$ cat src/rtl/aq_pkg.sv
package aq_pkg;

    typedef enum logic [1:0] {
        ACC_FETCH = 2'd0,
        ACC_LOAD  = 2'd1,
        ACC_STORE = 2'd2,
        ACC_ALT   = 2'd3
    } acc_e;

    typedef enum logic [2:0] {
        FK_NONE  = 3'd0,
        FK_ISEG  = 3'd1,
        FK_DSEG  = 3'd2,
        FK_ISTO  = 3'd3,
        FK_DSTO  = 3'd4
    } fkind_e;

endpackage

$ cat src/rtl/aq_quadrant_map.sv
module aq_quadrant_map #(
    parameter int LPID_W   = 12,
    parameter int PID_W    = 20,
    parameter int RSV_BITS = 10
) (
    input  logic [RSV_BITS+1:0] ea_top,
    input  logic                hv,
    input  logic [LPID_W-1:0]   lpid_reg,
    input  logic [PID_W-1:0]    pid_reg,
    output logic [LPID_W-1:0]   lpid,
    output logic [PID_W-1:0]    pid,
    output logic                seg_fault
);
    localparam int TOP_W = RSV_BITS + 2;

    logic [1:0] quad;
    logic       rsv_bad;

    assign quad    = ea_top[TOP_W-1 -: 2];
    assign rsv_bad = |ea_top[RSV_BITS-1:0];

    always_comb begin
        lpid      = '0;
        pid       = '0;
        seg_fault = rsv_bad;
        if (hv) begin
            unique case (quad)
                2'd0: pid = pid_reg;
                2'd1: begin lpid = lpid_reg; pid = pid_reg; end
                2'd2: lpid = lpid_reg;
                default: ;
            endcase
        end else begin
            unique case (quad)
                2'd0: begin lpid = lpid_reg; pid = pid_reg; end
                2'd3: lpid = lpid_reg;
                default: seg_fault = 1'b1;
            endcase
        end
    end
endmodule

$ cat src/rtl/aq_realmode.sv
module aq_realmode #(
    parameter int EA_W     = 64,
    parameter int CLR_BITS = 4
) (
    input  logic [EA_W-1:0] ea,
    input  logic [EA_W-1:0] rmo,
    output logic [EA_W-1:0] raddr
);
    localparam int KEEP_W = EA_W - CLR_BITS;

    logic [EA_W-1:0] base;

    assign base  = {{CLR_BITS{1'b0}}, ea[KEEP_W-1:0]};
    assign raddr = ea[EA_W-1] ? base : (base | rmo);
endmodule

$ cat src/rtl/aq_fault_form.sv
module aq_fault_form
    import aq_pkg::*;
#(
    parameter int EA_W      = 64,
    parameter int CAUSE_W   = 32,
    parameter int STORE_BIT = 25
) (
    input  logic               is_seg,
    input  logic [1:0]         acc,
    input  logic [EA_W-1:0]    ea,
    input  logic [CAUSE_W-1:0] cause,
    output fkind_e             kind,
    output logic [EA_W-1:0]    dar,
    output logic [CAUSE_W-1:0] dsr,
    output logic [CAUSE_W-1:0] err
);
    localparam logic [CAUSE_W-1:0] STORE_MASK = CAUSE_W'(1) << STORE_BIT;

    logic fetch;
    assign fetch = (acc == ACC_FETCH);

    always_comb begin
        dar = '0;
        dsr = '0;
        err = '0;
        if (is_seg) begin
            kind = fetch ? FK_ISEG : FK_DSEG;
            if (!fetch) dar = ea;
        end else if (fetch) begin
            kind = FK_ISTO;
            err  = cause;
        end else begin
            kind = FK_DSTO;
            dar  = ea;
            dsr  = (acc == ACC_STORE) ? (cause | STORE_MASK) : cause;
        end
    end
endmodule

$ cat src/rtl/addr_qual_router.sv
module addr_qual_router
    import aq_pkg::*;
#(
    parameter int EA_W      = 64,
    parameter int LPID_W    = 12,
    parameter int PID_W     = 20,
    parameter int CAUSE_W   = 32,
    parameter int STORE_BIT = 25,
    parameter int RSV_BITS  = 10,
    parameter int CLR_BITS  = 4
) (
    input  logic               clk,
    input  logic               rst_n,
    input  logic               req_valid,
    input  logic [EA_W-1:0]    req_ea,
    input  logic               req_hv,
    input  logic               req_reloc,
    input  logic [1:0]         req_acc,
    input  logic [LPID_W-1:0]  lpid_reg,
    input  logic [PID_W-1:0]   pid_reg,
    input  logic [EA_W-1:0]    rmo_reg,
    input  logic               rpt_valid,
    input  logic [EA_W-1:0]    rpt_ea,
    input  logic [1:0]         rpt_acc,
    input  logic [CAUSE_W-1:0] rpt_cause,
    input  logic               flt_ack,
    output logic               res_valid,
    output logic               res_bypass,
    output logic [LPID_W-1:0]  res_lpid,
    output logic [PID_W-1:0]   res_pid,
    output logic [EA_W-1:0]    res_raddr,
    output logic [2:0]         res_prot,
    output logic               flt_pending,
    output logic [2:0]         flt_kind,
    output logic [EA_W-1:0]    flt_dar,
    output logic [CAUSE_W-1:0] flt_dsr,
    output logic [CAUSE_W-1:0] flt_err
);
    localparam int TOP_W = RSV_BITS + 2;
    localparam logic [2:0] PROT_ALL = 3'b111;

    typedef struct packed {
        logic               res_valid;
        logic               res_bypass;
        logic [LPID_W-1:0]  res_lpid;
        logic [PID_W-1:0]   res_pid;
        logic [EA_W-1:0]    res_raddr;
        logic [2:0]         res_prot;
        logic               flt_pending;
        fkind_e             flt_kind;
        logic [EA_W-1:0]    flt_dar;
        logic [CAUSE_W-1:0] flt_dsr;
        logic [CAUSE_W-1:0] flt_err;
    } state_t;

    state_t st_d, st_q;

    logic [LPID_W-1:0]  qm_lpid;
    logic [PID_W-1:0]   qm_pid;
    logic               qm_fault;
    logic [EA_W-1:0]    rm_raddr;
    fkind_e             sg_kind, so_kind;
    logic [EA_W-1:0]    sg_dar, so_dar;
    logic [CAUSE_W-1:0] sg_dsr, so_dsr, sg_err, so_err;
    logic               bypass;

    assign bypass = req_hv && !req_reloc;

    aq_quadrant_map #(.LPID_W(LPID_W), .PID_W(PID_W), .RSV_BITS(RSV_BITS)) u_qmap (
        .ea_top   (req_ea[EA_W-1 -: TOP_W]),
        .hv       (req_hv),
        .lpid_reg (lpid_reg),
        .pid_reg  (pid_reg),
        .lpid     (qm_lpid),
        .pid      (qm_pid),
        .seg_fault(qm_fault)
    );

    aq_realmode #(.EA_W(EA_W), .CLR_BITS(CLR_BITS)) u_real (
        .ea   (req_ea),
        .rmo  (rmo_reg),
        .raddr(rm_raddr)
    );

    aq_fault_form #(.EA_W(EA_W), .CAUSE_W(CAUSE_W), .STORE_BIT(STORE_BIT)) u_seg_form (
        .is_seg(1'b1),
        .acc   (req_acc),
        .ea    (req_ea),
        .cause ('0),
        .kind  (sg_kind),
        .dar   (sg_dar),
        .dsr   (sg_dsr),
        .err   (sg_err)
    );

    aq_fault_form #(.EA_W(EA_W), .CAUSE_W(CAUSE_W), .STORE_BIT(STORE_BIT)) u_sto_form (
        .is_seg(1'b0),
        .acc   (rpt_acc),
        .ea    (rpt_ea),
        .cause (rpt_cause),
        .kind  (so_kind),
        .dar   (so_dar),
        .dsr   (so_dsr),
        .err   (so_err)
    );

    always_comb begin
        st_d           = st_q;
        st_d.res_valid = 1'b0;
        if (st_q.flt_pending) begin
            if (flt_ack) begin
                st_d.flt_pending = 1'b0;
                st_d.flt_kind    = FK_NONE;
                st_d.flt_dar     = '0;
                st_d.flt_dsr     = '0;
                st_d.flt_err     = '0;
            end
        end else if (rpt_valid) begin
            st_d.flt_pending = 1'b1;
            st_d.flt_kind    = so_kind;
            st_d.flt_dar     = so_dar;
            st_d.flt_dsr     = so_dsr;
            st_d.flt_err     = so_err;
        end else if (req_valid) begin
            if (bypass) begin
                st_d.res_valid  = 1'b1;
                st_d.res_bypass = 1'b1;
                st_d.res_lpid   = '0;
                st_d.res_pid    = '0;
                st_d.res_raddr  = rm_raddr;
                st_d.res_prot   = PROT_ALL;
            end else if (qm_fault) begin
                st_d.flt_pending = 1'b1;
                st_d.flt_kind    = sg_kind;
                st_d.flt_dar     = sg_dar;
                st_d.flt_dsr     = sg_dsr;
                st_d.flt_err     = sg_err;
            end else begin
                st_d.res_valid  = 1'b1;
                st_d.res_bypass = 1'b0;
                st_d.res_lpid   = qm_lpid;
                st_d.res_pid    = qm_pid;
                st_d.res_raddr  = '0;
                st_d.res_prot   = '0;
            end
        end
    end

    always_ff @(posedge clk or negedge rst_n) begin
        if (!rst_n) begin
            st_q          <= '0;
            st_q.flt_kind <= FK_NONE;
        end else begin
            st_q <= st_d;
        end
    end

    assign res_valid   = st_q.res_valid;
    assign res_bypass  = st_q.res_bypass;
    assign res_lpid    = st_q.res_lpid;
    assign res_pid     = st_q.res_pid;
    assign res_raddr   = st_q.res_raddr;
    assign res_prot    = st_q.res_prot;
    assign flt_pending = st_q.flt_pending;
    assign flt_kind    = st_q.flt_kind;
    assign flt_dar     = st_q.flt_dar;
    assign flt_dsr     = st_q.flt_dsr;
    assign flt_err     = st_q.flt_err;
endmodule

$ cat config.mk
export PLATFORM = sky130hd
export DESIGN_NAME = addr_qual_router
export DESIGN_NICKNAME = d
export VERILOG_FILES = /design/src/rtl/aq_pkg.sv /design/src/rtl/aq_quadrant_map.sv /design/src/rtl/aq_realmode.sv /design/src/rtl/aq_fault_form.sv /design/src/rtl/addr_qual_router.sv
export SDC_FILE = /design/constraint.sdc
export NUM_CORES = 1
export LEC_CHECK = 0
export BUFFER_PORTS_ARGS = -buffer_cell sky130_fd_sc_hd__buf_2
export CORE_AREA = 5 5 192 194
export DETAILED_ROUTE_END_ITERATION = 8
export DIE_AREA = 0 0 197 199
export PLACE_DENSITY_LB_ADDON = 0.12
export RECOVER_POWER = 100
export SYNTH_ARGS = -nofsm -noshare
export SYNTH_HDL_FRONTEND = slang
export SYNTH_SLANG_ARGS = --single-unit
$ cat constraint.sdc
create_clock -name clk -period 1.92 [get_ports clk]
set_input_delay 0.192 -clock clk [delete_from_list [all_inputs] [get_ports clk]]
set_output_delay 0.192 -clock clk [all_outputs]
set_load 0.05 [all_outputs]
## Word level (Yosys, flattened, before mapping)

Cells that the tools add are included.

| operators by class | value |
|---|---|
| equality and inequality tests | 7 |
| muxes and demuxes | 26 |
| bitwise operators | 3 |
| reduce and logical (&&, ||, !) cells | 13 |

Operators by type and width:

| cell | count |
|---|---|
| $mux 132 | 5 |
| $mux 101 | 4 |
| $mux 233 | 1 |
| $mux 64 | 3 |
| $mux 32 | 2 |
| $or 60x64->64 | 1 |
| $mux 20 | 3 |
| $mux 12 | 3 |
| $mux 26 | 1 |
| $reduce_or 10->1 | 1 |
| $reduce_and 4->1 | 2 |
| $eq 2x2->1 const B | 3 |
| $logic_not 2->1 | 3 |
| $reduce_bool 3->1 | 2 |
| $reduce_or 2->1 | 3 |
| $mux 3 | 1 |
| $ne 3x3->1 const B | 1 |
| $eq 2x1->1 const B | 1 |
| $mux 1 | 2 |
| $mux 2 | 1 |
| $ne 2x1->1 const B | 1 |
| $ne 2x2->1 const B | 1 |
| $not 1->1 | 2 |
| $logic_and 1x1->1 | 1 |
| $logic_not 1->1 | 1 |

| storage, ports and cells | value |
|---|---|
| flip-flop bits (word level) | 233 |
| input port bits | 267 |
| output and inout port bits | 233 |
| logic and storage cells | 60 |

## Depth between registers and ports, before layout

Gate-level depths: netlist of the first run.

| depth | value |
|---|---|
| word-level depth | 9 |
| depth in mapped cells | 10 |
| mapped depth without buffers | 6 |

## Hierarchy

Synthesis of the first run repeated with hierarchy kept, for this count alone.

| unflattened totals | value |
|---|---|
| cell total of the unflattened synthesis | 1223 |
| area, all modules | 12294.3 um2 |

By module, submodules not included:

| module | instances | cells an instance | area each (um2) |
|---|---|---|---|
| addr_qual_router | 1 | 742 | 9341.5 |
| aq_fault_form | 2 | 182 | 1046.0 |
| aq_realmode | 1 | 71 | 556.8 |
| aq_quadrant_map | 1 | 46 | 304.0 |

## Worst setup path after synthesis of the first run

No wires, ideal clock.

| timing path | value |
|---|---|
| path kind | input -> register |
| start | in req_ea[63] |
| end | reg st_q, in the netlist res_lpid[0] |
| setup time | 0.121 ns |
| arrival | 1.853 ns |
| data required time | 1.799 ns |
| slack | -0.054 ns |
| cell stages on the path | 9 |
| path buffers | 3 |
| path through | inv_2 > clkbuf_1 > ha_1 > nand2b_1 > nand4_4 > a21o_1 > buf_2 > buf_2 > a22o_1 |

| between the ends | value |
|---|---|
| cells in the longest elaborated chain, start to end | 6 |
| elaborated cells on any way between the ends | 15 |

Ends and longest elaborated chain:

| item | RTL line | source |
|---|---|---|
| start: declaration | addr_qual_router.sv:15 | `input logic [EA_W-1:0] req_ea,` |
| $eq 2x2->1, or another cell as far along | aq_quadrant_map.sv:34 | `unique case (quad)` |
| $reduce_or 2->1 (no line) | n/a |  |
| $mux 1, or another cell as far along | aq_quadrant_map.sv:34 |  |
| $mux 1 or $mux 12 (tied branches) | aq_quadrant_map.sv:26 | `if (hv) begin` |
| $ne 2x1->1 (no line) or $mux 101 (tied branches) | n/a |  |
| $reduce_and 4->1 (no line) or $mux 101 (tied branches) | n/a |  |
| end signal: assignment | addr_qual_router.sv:154 | `st_q <= st_d;` |
| end: declaration | addr_qual_router.sv:56 | `state_t st_d, st_q;` |

Several ways; a longest one is shown, not always the timed one. The select of a mux whose other input is x is not followed.
A chain may end at the register's enable or synchronous reset.

## Worst setup path in the final report of the first run

| timing path | value |
|---|---|
| start | reg st_q, in the netlist flt_pending |
| end | reg st_q, in the netlist res_lpid[9] |

| between the ends | value |
|---|---|
| cells in the longest elaborated chain, start to end | 2 |

Ends and longest elaborated chain:

| item |
|---|
| $not 1->1 (no line) |
| $reduce_and 4->1 (no line) |

Every way passes these cells.

==> summary.md, run 1 <==
| Metric | Value |
|---|---|
| Tot Pwr | `16,600 uW` |
| Clk root buf | `clkbuf_16` |
| Maxcap violations | `1` |
| Dpl cells | `1,694` |
| Final hold violations | `0` |
| Power share of the combinational group | `~32%` |
| Hold Startpoint | `rpt_valid` |
| Register area | `5760 um^2` |
| NumNets Final | `roughly 1.8k` |
| Area added between synthesis and finish | `67.9%` |
| Num rows | `69` |
| DR vias | `9,840` |
| Net Count, Synth | `1,036` |
| Starting Density | `between 20% and 30%` |
| Total GRT Usage | `20.4%` |
| Core area | `35,100 um^2` |
| # DRC | `0` |
| I/O pins | `500` |
| H-Tree Depth | `1` |
| Average wire per standard cell | `20.8 um` |
| Min cycle time layout | `1.77 ns` |
| Antenna viol nets, final | `0` |
| CTS tree | `built` |
| Fin util | `46.2%` |
| Die area | `39,200 um^2` |
| Register bit total from synthesis | `230` |
| Final Max Tran Viols | `55` |
| Iter 0 DRT Violations | `376` |
| Seq/Total Area, Yosys | `59.7%` |
| VDD IR max | `about 0.75 mV` |
| CP max FO | `18` |
| Final WS setup | `0.148 ns` |
| Worst Setup SP | `flt_pending` |
| NetSw | `6350 uW` |
| Library cells used by synthesis | `36` |
| Worst EP arrival | `2.19 ns` |
| Max Clock Freq | `~0.56 GHz` |
| Width of the die | `between 150 and 200 um` |
| Status | `finished with violations` |
| Post-CTS setup buffer count | `0` |
| Wirelength, routed | `42,000 um` |
| Vias in the first global route | `10.9k` |
| Clock Skew | `0.00427 ns` |
| Grt ovf | `0` |
| Fillcell total | `3,424` |
| Most common cell after layout, fill and taps aside | `dlygate4sd3_1` |
| Setup Slack @ Placement | `0.0236 ns` |
| Clock power share | `32.0%` |
| Slew @ Worst Pin | `roughly 1.5 ns` |
| Clock transition at path regs | `0.06 ns` |
| Seq pwr share | `35.6%` |
| Int Pwr | `~10,000 uW` |
| Critical path type | `reg2reg` |
| Synth warn | `0` |
| Sw Ratio | `38.1%` |
| Die height | `between 150 and 200 um` |
| Hold Path Class | `in2reg` |
| Placer congestion estimate | `around 0.86` |
| Post-DR vias/cell | `4.88` |
| P_leak | `between 0.007 and 0.008 uW` |
| Highest-count cells in the layout ignoring fill and taps | `dlygate4sd3_1 (274), buf_2 (264), clkbuf_1 (237)` |
| Setup violators final | `0` |
| Final period utilization | `around 90%` |
| Clk sinks | `230` |
| Clock Tree Buf Depth | `3` |
| Rel. slew slack | `-2.55%` |
| I/O Buffers | `499` |
| Setup TNS | `0 ns` |
| Post-Synthesis Mean Instance Area | `about 13 um^2` |
| Initial antenna violation count | `4` |
| Area of the multi-input gates | `3520 um^2` |
| Layout cells sized above 1 | `23.5%` |
| Pwr dens | `between 1000 and 1500 nW/um^2` |
| Startpoint class of the critical path | `register` |
| Final Non-Filler Cells | `2,015` |
| Largest net degree at the start of global routing | `66` |
| Critical Path RT | `roughly 2.3 ns` |
| Num CTS Buffers | `27` |
| Setup crit end kind | `register` |
| Reg2reg start | `flt_pending` |
| DPL Wire Length | `29,200 um` |
| First-pass GRT wire length | `about 63,000 um` |
| Mapped cell area | `9640 um^2` |
| Syn Inst Count | `approximately 770` |
| RSZ-0062 raised after global routing | `no` |
| Failing checks | `capacitance limit, slew limit` |
| Later-pin clock latency in the skew report | `0.53 ns` |
| Drt pass-1 iters | `4` |
cells by family (layout without fill, tap and decap cells):
kind of cell             Yosys count  in the layout  synth area share (%)
AND/OR/NAND/NOR                   95             95                  4.79
other                              0              2                     0
AO/OA/AOI/OAI                    296            296                  24.4
buffers and inverters             80            865                  4.23
flip-flops                       230            230                  59.7
multiplexers                      64             64                  6.64
adder cells (fa/ha/maj)            2              2                 0.260
layer usage:
metal / wire length, um / part of all wire (%) / track usage, %
met1: 16800 / 40 / 24.9
met2: 20400 / 49 / 35.1
met3: 3480 / 8.3 / 5.56
met4: 1270 / 3.0 / 6.45
met5: 25 / 0.060 / 0
synthesized netlist by cell type, drive strengths merged:
master	n	area, um^2
clkbuf	37	139
a221o	2	20.0
ha	2	25.0
nand3	2	10.0
nand4	1	21.3
o21a	1	7.51
o221ai	1	8.76
and2	3	18.8
o21ai	1	5.00
nor4	4	55.1
nand2b	5	31.3
a211oi	1	12.5
inv	4	15.0
a22oi	10	75.1
nor4b	1	8.76
mux2i	64	641
a21o	3	22.5
a22o	99	867
dfrtp	230	5760
buf	39	254
o31a	1	8.76
a32oi	54	473
nor2b	2	12.5
nor3	3	26.3
a31oi	2	18.8
o2bb2ai	60	526
nand2	70	263
a21oi	61	305
nor2	4	15.0
power by group through the flow:
stage | logic [uW] | clock network (uW) | registers (uW)
2_1_floorplan | 1100 | 0 | 8320
3_3_place_gp | 5190 | 0 | 5980
3_5_place_dp | 5200 | 0 | 5960
4_1_cts | 5670 | 5510 | 5910
5_1_grt | 5690 | 5650 | 6010
6_report | 5390 | 5320 | 5930
worst max-delay path: stages (launching register included):
cell	delay, ns
dfrtp_1	0.48
nor2_1	0.22
nand2_1	0.11
a21o_4	0.23
clkbuf_2	0.29
a22o_1	0.32
through the flow:
stage                     hold WS (ns)  area (um^2)
after global routing            0.0197        16200
after detailed placement         0.171        12900
after floorplan                 -0.104         9640
final                           0.0115        16200
after global placement           0.173        12900
after CTS                     0.000468        16600
final cells by class:
type                            count  share of cell area (%)
Tap cell                          461                    3.56
Antenna cell                        2                  0.0309
Inverter                            4                  0.0928
Clock inverter                     11                    1.03
Clock buffer                       34                    4.58
Timing Repair Buffer              816                    33.4
Multi-Input combinational cell    457                    21.7
Sequential cell                   230                    35.6
final timing paths:
path	slack, ns	endpoint	cells past startpoint
hold reg to reg	0.47	flt_kind[2]	1
hold / removal	0.01	flt_pending	2
min in group asynchronous	0.58	res_raddr[55]	2
setup reg to reg	0.15	res_lpid[9]	5
max in group asynchronous	0.28	res_raddr[56]	3
setup / recovery	0.15	res_lpid[9]	5
flip-flops by register name (all words and copies together) (netlist names):
name / count
flt_dar: 64
flt_dsr: 32
flt_err: 32
flt_kind: 3
flt_pending: 1
res_lpid: 12
res_pid: 20
res_prot: 1
res_raddr: 64
res_valid: 1
timing repair:
| action | CTS | global route |
|---|---|---|
| hold buffers | 274 | 0 |
| hold endpoints to repair | 277 | 0 |
| setup endpoints to repair | 0 | 10 |
| gates resized for setup | 0 | 3 |
Power figures use the tool's default switching activity.
==> run 2: changes to the inputs <==
==> constraint.sdc (replaced) <==
create_clock -name clk -period 1.92 [get_ports clk]
set_input_delay 0.192 -clock clk [delete_from_list [all_inputs] [get_ports clk]]
set_output_delay 0.192 -clock clk [all_outputs]
set_load 0.02 [all_outputs]
==> summary.md, run 2 (same netlist as run 1, synthesis figures left out) <==
| Metric | Value |
|---|---|
| Tot Pwr | `15,000 uW (-9.6%)` |
| Min cycle time layout | `1.77 ns (+0.000295 ns)` |
| I/O Buffers | `499 (unchanged)` |
| Final Hold Slack | `0.0112 ns (-0.000274 ns)` |
| Antenna viol nets, final | `0 (unchanged)` |
| Die area | `39,200 um^2 (unchanged)` |
| Critical path type | `reg2reg` |
| Final period utilization | `92.3% (about the same)` |
| RSZ-0062 raised after global routing | `no` |
| Startpoint class of the critical path | `register` |
| Grt ovf | `0 (unchanged)` |
| Status | `finished with violations` |
| First-pass GRT wire length | `63,100 um (unchanged)` |
| Clock Tree Buf Depth | `3 (unchanged)` |
| Iter 0 DRT Violations | `376 (unchanged)` |
| Num CTS Buffers | `27 (unchanged)` |
| Highest-count cells in the layout ignoring fill and taps | `dlygate4sd3_1 (274), buf_2 (264), clkbuf_1 (238)` |
| Setup crit end kind | `register` |
| Later-pin clock latency in the skew report | `0.53 ns (about the same)` |
| Area added between synthesis and finish | `67.9% (about the same)` |
| H-Tree Depth | `1 (unchanged)` |
| Starting Density | `27.5% (unchanged)` |
| Setup Slack @ Placement | `0.0236 ns (unchanged)` |
| Hold Path Class | `in2reg` |
| Largest net degree at the start of global routing | `66 (unchanged)` |
| Most common cell after layout, fill and taps aside | `dlygate4sd3_1` |
| Final Max Tran Viols | `55 (unchanged)` |
| Post-CTS setup buffer count | `0 (unchanged)` |
| CP cell instances | `nor2_1 -> nand2_1 -> a21o_4 -> clkbuf_2 -> a22o_1` |
| NumNets Final | `1,805 (unchanged)` |
| DPL Wire Length | `29,200 um (unchanged)` |
| Clock transition at path regs | `0.06 ns (about the same)` |
| Slowest stage cell, crit path | `dfrtp_1` |
| Average wire per standard cell | `20.8 um (unchanged)` |
| Clock Skew | `0.00427 ns (-0.00000211 ns)` |
| Design area | `16,200 um^2 (about the same)` |
| Rel. slew slack | `-2.57% (-0.019 points)` |
| # DRC | `0 (unchanged)` |
| Initial antenna violation count | `4 (unchanged)` |
| CTS tree | `built` |
| Layout cells sized above 1 | `23.5% (-0.064 points)` |
| Core area | `35,100 um^2 (unchanged)` |
| Failing checks | `capacitance limit, slew limit` |
| Width of the die | `197 um (unchanged)` |
| VDD IR max | `0.569 mV (-24%)` |
| Num rows | `69 (unchanged)` |
| Drt pass-1 iters | `4 (unchanged)` |
| Setup violators final | `0 (unchanged)` |
| Total GRT Usage | `20.4% (unchanged)` |
| Placer congestion estimate | `0.862 (unchanged)` |
| Post-DR vias/cell | `4.88 (about the same)` |
| P_leak | `0.00762 uW (about the same)` |
| Max Clock Freq | `0.564 GHz (about the same)` |
| Depth of the worst register-to-register path | `5 (unchanged)` |
| Pwr dens | `930 nW/um^2 (-9.6%)` |
| Placed instance area | `12,900 um^2 (unchanged)` |
| Maxcap violations | `1 (unchanged)` |
| DR vias | `9,841 (+0.010%)` |
| Clk sinks | `230 (unchanged)` |
| Worst EP arrival | `2.19 ns (about the same)` |
| Setup TNS | `0 ns (unchanged)` |
| Hold Path Stages | `2 (unchanged)` |
| Final WS setup | `0.147 ns (-0.000295 ns)` |
| I/O pins | `500 (unchanged)` |
| CP max FO | `18 (unchanged)` |
| Max incr delay on CP | `0.48 ns (about the same)` |
| Die height | `199 um (unchanged)` |
| Clk root buf | `clkbuf_16` |
| Final hold violations | `0 (unchanged)` |
| Critical Path RT | `2.34 ns (about the same)` |
| Wirelength, routed | `42,000 um (unchanged)` |
| Slew @ Worst Pin | `1.54 ns (+0.000289 ns)` |
| Vias in the first global route | `10.9k (unchanged)` |
==> run 2: worst max-delay path: cells and delay by family, from the launching register on <==
family | cells | cell delay (ns)
compound gates | 2 | 0.55
flops | 1 | 0.48
simple gates | 2 | 0.33
buf+inv | 1 | 0.29
==> run 2: worst paths after layout <==
| kind | start | slack, ns | endpoint |
|---|---|---|---|
| max | flt_pending | 0.15 | res_lpid[9] |
| max reg2reg | flt_pending | 0.15 | res_lpid[9] |
| min in group asynchronous | rst_n | 0.58 | res_raddr[55] |
| min reg2reg | flt_kind[2] | 0.47 | flt_kind[2] |
| min | rpt_valid | 0.01 | flt_pending |
| max in group asynchronous | rst_n | 0.28 | flt_err[3] |
==> run 2: routing by layer <==
metal	track usage [%]	vias up	part of all wire, %
li1	-	4482	-
met2	35.1	427	49
met3	5.56	92	8.2
met5	0	-	0.060
met4	6.45	4	3.0
met1	24.9	4836	40
==> run 2: repair_timing <==
| item | in CTS | in global routing |
|---|---|---|
| endpoints found under the hold margin | 277 | 0 |
| gates resized for setup | 0 | 3 |
| hold buffers | 274 | 0 |
| setup endpoints to repair | 0 | 10 |
==> run 2: where the power goes <==
| part | leakage (uW) | switching [uW] | internal, uW |
|---|---|---|---|
| clock | 0.000450 | 2070 | 3250 |
| sequential | 0.00306 | 414 | 5520 |
| combinational | 0.00411 | 2260 | 1540 |
| total | 0.00762 | 4740 | 10300 |
==> run 2: layout make-up <==
| type | instances | area, um^2 |
|---|---|---|
| diodes | 2 | 5.00 |
| clock buffers | 34 | 742 |
| clock inverters | 11 | 166 |
| fillers | 3424 | 18900 |
| inverters | 4 | 15.0 |
| multi-input cells | 457 | 3520 |
| flip-flops and latches | 230 | 5760 |
| well taps | 461 | 577 |
| repair buffers | 816 | 5410 |
==> run 2: through the flow <==
step | util [%] | cells
floorplan | - | 767
global placement | 36.9 | 1694
detailed placement | 36.9 | 1694
CTS | 47.3 | 2013
global route | 46.2 | 2014
finish | 46.2 | 2015
==> run 3: changes to the inputs <==
Settings changed: CORE_AREA 5 5 192 194 to 5 5 189 191, DIE_AREA 0 0 197 199 to 0 0 194 196, SKIP_LAST_GASP from default to 1, SYNTH_HIERARCHICAL from default to 1.
Clock period 1.92 ns to 1.4 ns, I/O delays scaled along.
==> summary.md, run 3 <==
| Metric | Value |
|---|---|
| Status | `finished with violations` |
| Failing checks | `setup timing` |
| Iter 0 DRT Violations | `532 (+41%)` |
| Main synth FF type | `dfrtp_1` |
| Startpoint class of the critical path | `register` |
| CP max FO | `23 (+5)` |
| Top cell type's share of synthesized area | `46.8% (-13 points)` |
| Hold Path Class | `in2reg` |
| Min cycle time layout | `1.65 ns (-0.125 ns)` |
| Wirelength, routed | `51,300 um (+22%)` |
| Post-synth EDFFs | `0 (unchanged)` |
| Max Clock Freq | `0.607 GHz (+7.6%)` |
| Antenna viol nets, final | `0 (unchanged)` |
| Starting Density | `36.2% (+8.7 points)` |
| Clock Skew | `0.0231 ns (+0.0189 ns)` |
| Slew @ Worst Pin | `0.925 ns (-0.613 ns)` |
| Syn Inst Count | `1,223 (+59%)` |
| Most common cell after layout, fill and taps aside | `buf_2` |
| Post-DR vias/cell | `5.03 (+3.0%)` |
| Ys async rst share | `100% (unchanged)` |
| Rel. slew slack | `38.3% (+41 points)` |
| RSZ-0062 raised after global routing | `yes` |
| Clock transition at path regs | `0.06 ns (about the same)` |
| I/O Buffers | `499 (unchanged)` |
| Synth warn | `6 (+6)` |
| DR vias | `12.5k (+27%)` |
| WP buf/inv | `1 (unchanged)` |
| Placer congestion estimate | `0.825 (-4.3%)` |
| Final WS setup | `-0.248 ns (-0.395 ns)` |
| Setup Slack @ Placement | `-0.648 ns (-0.671 ns)` |
| Pwr dens | `1100 nW/um^2 (+18%)` |
| Cell accounting for the most synthesized area | `dfrtp_1` |
| Max incr delay on CP | `0.43 ns (-0.05 ns)` |
| Area of the multi-input gates | `5990 um^2 (+70%)` |
| Critical Path RT | `1.82 ns (-0.52 ns)` |
| Drt pass-1 iters | `5 (+1)` |
| Setup violators final | `228 (+228)` |
| Area added between synthesis and finish | `56.1%` |
| Core area | `33,900 um^2 (-3.1%)` |
| P_leak | `0.00929 uW (+22%)` |
| Later-pin clock latency in the skew report | `0.55 ns (+0.02 ns)` |
| Final period utilization | `118% (+25 points)` |
| Die height | `196 um (-1.5%)` |
| Vias in the first global route | `13.0k (+19%)` |
| Clock Tree Buf Depth | `3 (unchanged)` |
| Width of the die | `194 um (-1.5%)` |
| # DRC | `0 (unchanged)` |
| Setup crit end kind | `register` |
| Register bit total from synthesis | `230 (unchanged)` |
| CP cell instances | `or3b_4 -> a21o_4 -> buf_12 -> a22o_1` |
| H-Tree Depth | `1 (unchanged)` |
| CP delay by family, top | `compound AO/OA/AOI/OAI gates` |
| Critical path type | `reg2reg` |
| Placed instance area | `16,000 um^2 (+24%)` |
| Most common cell in the netlist | `dfrtp_1` |
| Library cells used by synthesis | `36 (unchanged)` |
| Final Max Tran Viols | `0 (-100%)` |
| NumNets Final | `2,280 (+26%)` |
| Post-Synthesis Mean Instance Area | `10.1 um^2 (-20%)` |
| Commonest cells in the netlist | `dfrtp_1 (230), and2_1 (153), a221o_1 (130), nor2_1 (129), and2_0 (83)` |
| Fillcell total | `3,096 (-9.6%)` |
| Num CTS Buffers | `26 (-3.7%)` |
| Total GRT Usage | `25.0% (+4.7 points)` |
| Average wire per standard cell | `20.6 um (-1.1%)` |
| Maxcap violations | `0 (-1)` |
| Register area | `5760 um^2 (about the same)` |
| Top post-synthesis cells by area | `dfrtp_1 (47%), a221o_1 (11%), and2_1 (7.8%), a22o_1 (4.6%), and2_0 (4.2%)` |
| I/O pins | `500 (unchanged)` |
| Clk sinks | `230 (unchanged)` |
| Final hold violations | `0 (unchanged)` |
| Mapped cell area | `12,300 um^2 (+28%)` |
| First-pass GRT wire length | `76,400 um (+21%)` |
| Worst EP arrival | `2.07 ns (-0.12 ns)` |
| Highest-count cells in the layout ignoring fill and taps | `buf_2 (265), dfrtp_1 (229), dlygate4sd3_1 (216)` |
| Die area | `38,000 um^2 (-3.0%)` |
| Largest net degree at the start of global routing | `56 (-15%)` |
| Slowest stage cell, crit path | `or3b_4` |
| Num rows | `68 (-1.4%)` |
| Setup TNS | `-40.93 ns (-40.93 ns)` |
| DPL Wire Length | `34,600 um (+19%)` |
| Grt ovf | `0 (unchanged)` |
| Initial antenna violation count | `6 (+2)` |
| CTS tree | `built` |
| Seq/Total Area, Yosys | `46.8% (-13 points)` |
| Layout cells sized above 1 | `28.1% (+4.7 points)` |
| VDD IR max | `0.877 mV (+54%)` |
| Design area | `19,200 um^2 (+19%)` |
| Clk root buf | `clkbuf_16` |
==> run 3: area by class of cell <==
type	count	area share, %
timing repair buffer	829	31.0
inverter	10	0.274
clock inverter	9	0.424
clock buffer	39	4.06
tap	455	2.97
multi-input combinational	912	31.2
antenna	3	0.0391
sequential	230	30.0
==> run 3: kinds of logic after synthesis <==
kind of cell / Yosys count / share of synthesized area (%)
XOR/XNOR: 1 / 0.0713
buffers and inverters: 125 / 6.34
AND/OR/NAND/NOR: 564 / 25.4
adder cells (fa/ha/maj): 4 / 0.407
multiplexers: 3 / 0.244
AO/OA/AOI/OAI: 294 / 20.7
other: 2 / 0.0611
flip-flops: 230 / 46.8
==> run 3: timing repair <==
item / 4_1_cts / 5_1_grt
hold buffers: 215 / 1
gates cloned: 4 / 8
hold endpoints to repair: 354 / 1
gates resized for setup: 13 / 16
setup endpoints to repair: 228 / 229
buffers inserted: 3 / 2
pin swaps: 2 / 1
==> run 3: worst reg2reg max path, cell delays in order, from the launching register on <==
cell	delay, ns
dfrtp_2	0.41
or3b_4	0.43
a21o_4	0.27
buf_12	0.18
a22o_1	0.26
==> run 3: per-stage QoR <==
stage	std cells	util [%]	hold WS, ns	power, uW
after floorplan	1266	-	-0.156	11200
final	2487	56.5	0.0172	21100
after global routing	2486	56.5	0.0204	22000
after detailed placement	2204	47.2	0.131	13600
after global placement	2204	47.2	0.129	13500
after CTS	2474	56.7	0.000227	21200
==> run 3: power breakdown <==
| group | total (uW) | internal [uW] | switching, uW |
|---|---|---|---|
| clock network | 6890 | 4030 | 2860 |
| registers | 8100 | 7500 | 596 |
| logic | 6110 | 2780 | 3320 |
| total | 21100 | 14300 | 6780 |
==> run 3: final timing paths <==
path,slack [ns],to,start,cells past startpoint
worst max-delay path,-0.25,res_raddr[24],flt_pending,4
worst min-delay path,0.02,flt_dar[21],req_ea[21],3
worst max register to register,-0.25,res_raddr[24],flt_pending,4
worst min register to register,0.48,res_pid[8],res_pid[8],2
max in group asynchronous,0.19,flt_dsr[1],rst_n,3
min in group asynchronous,0.27,res_raddr[36],rst_n,2
==> run 3: routing by layer <==
metal | up-vias | share of wire [%] | track usage (%)
li1 | 5784 | - | -
met1 | 6029 | 40 | 30.0
met2 | 534 | 48 | 42.5
met3 | 150 | 7.7 | 6.99
met4 | 8 | 4.5 | 10.4
met5 | - | 0.11 | 0
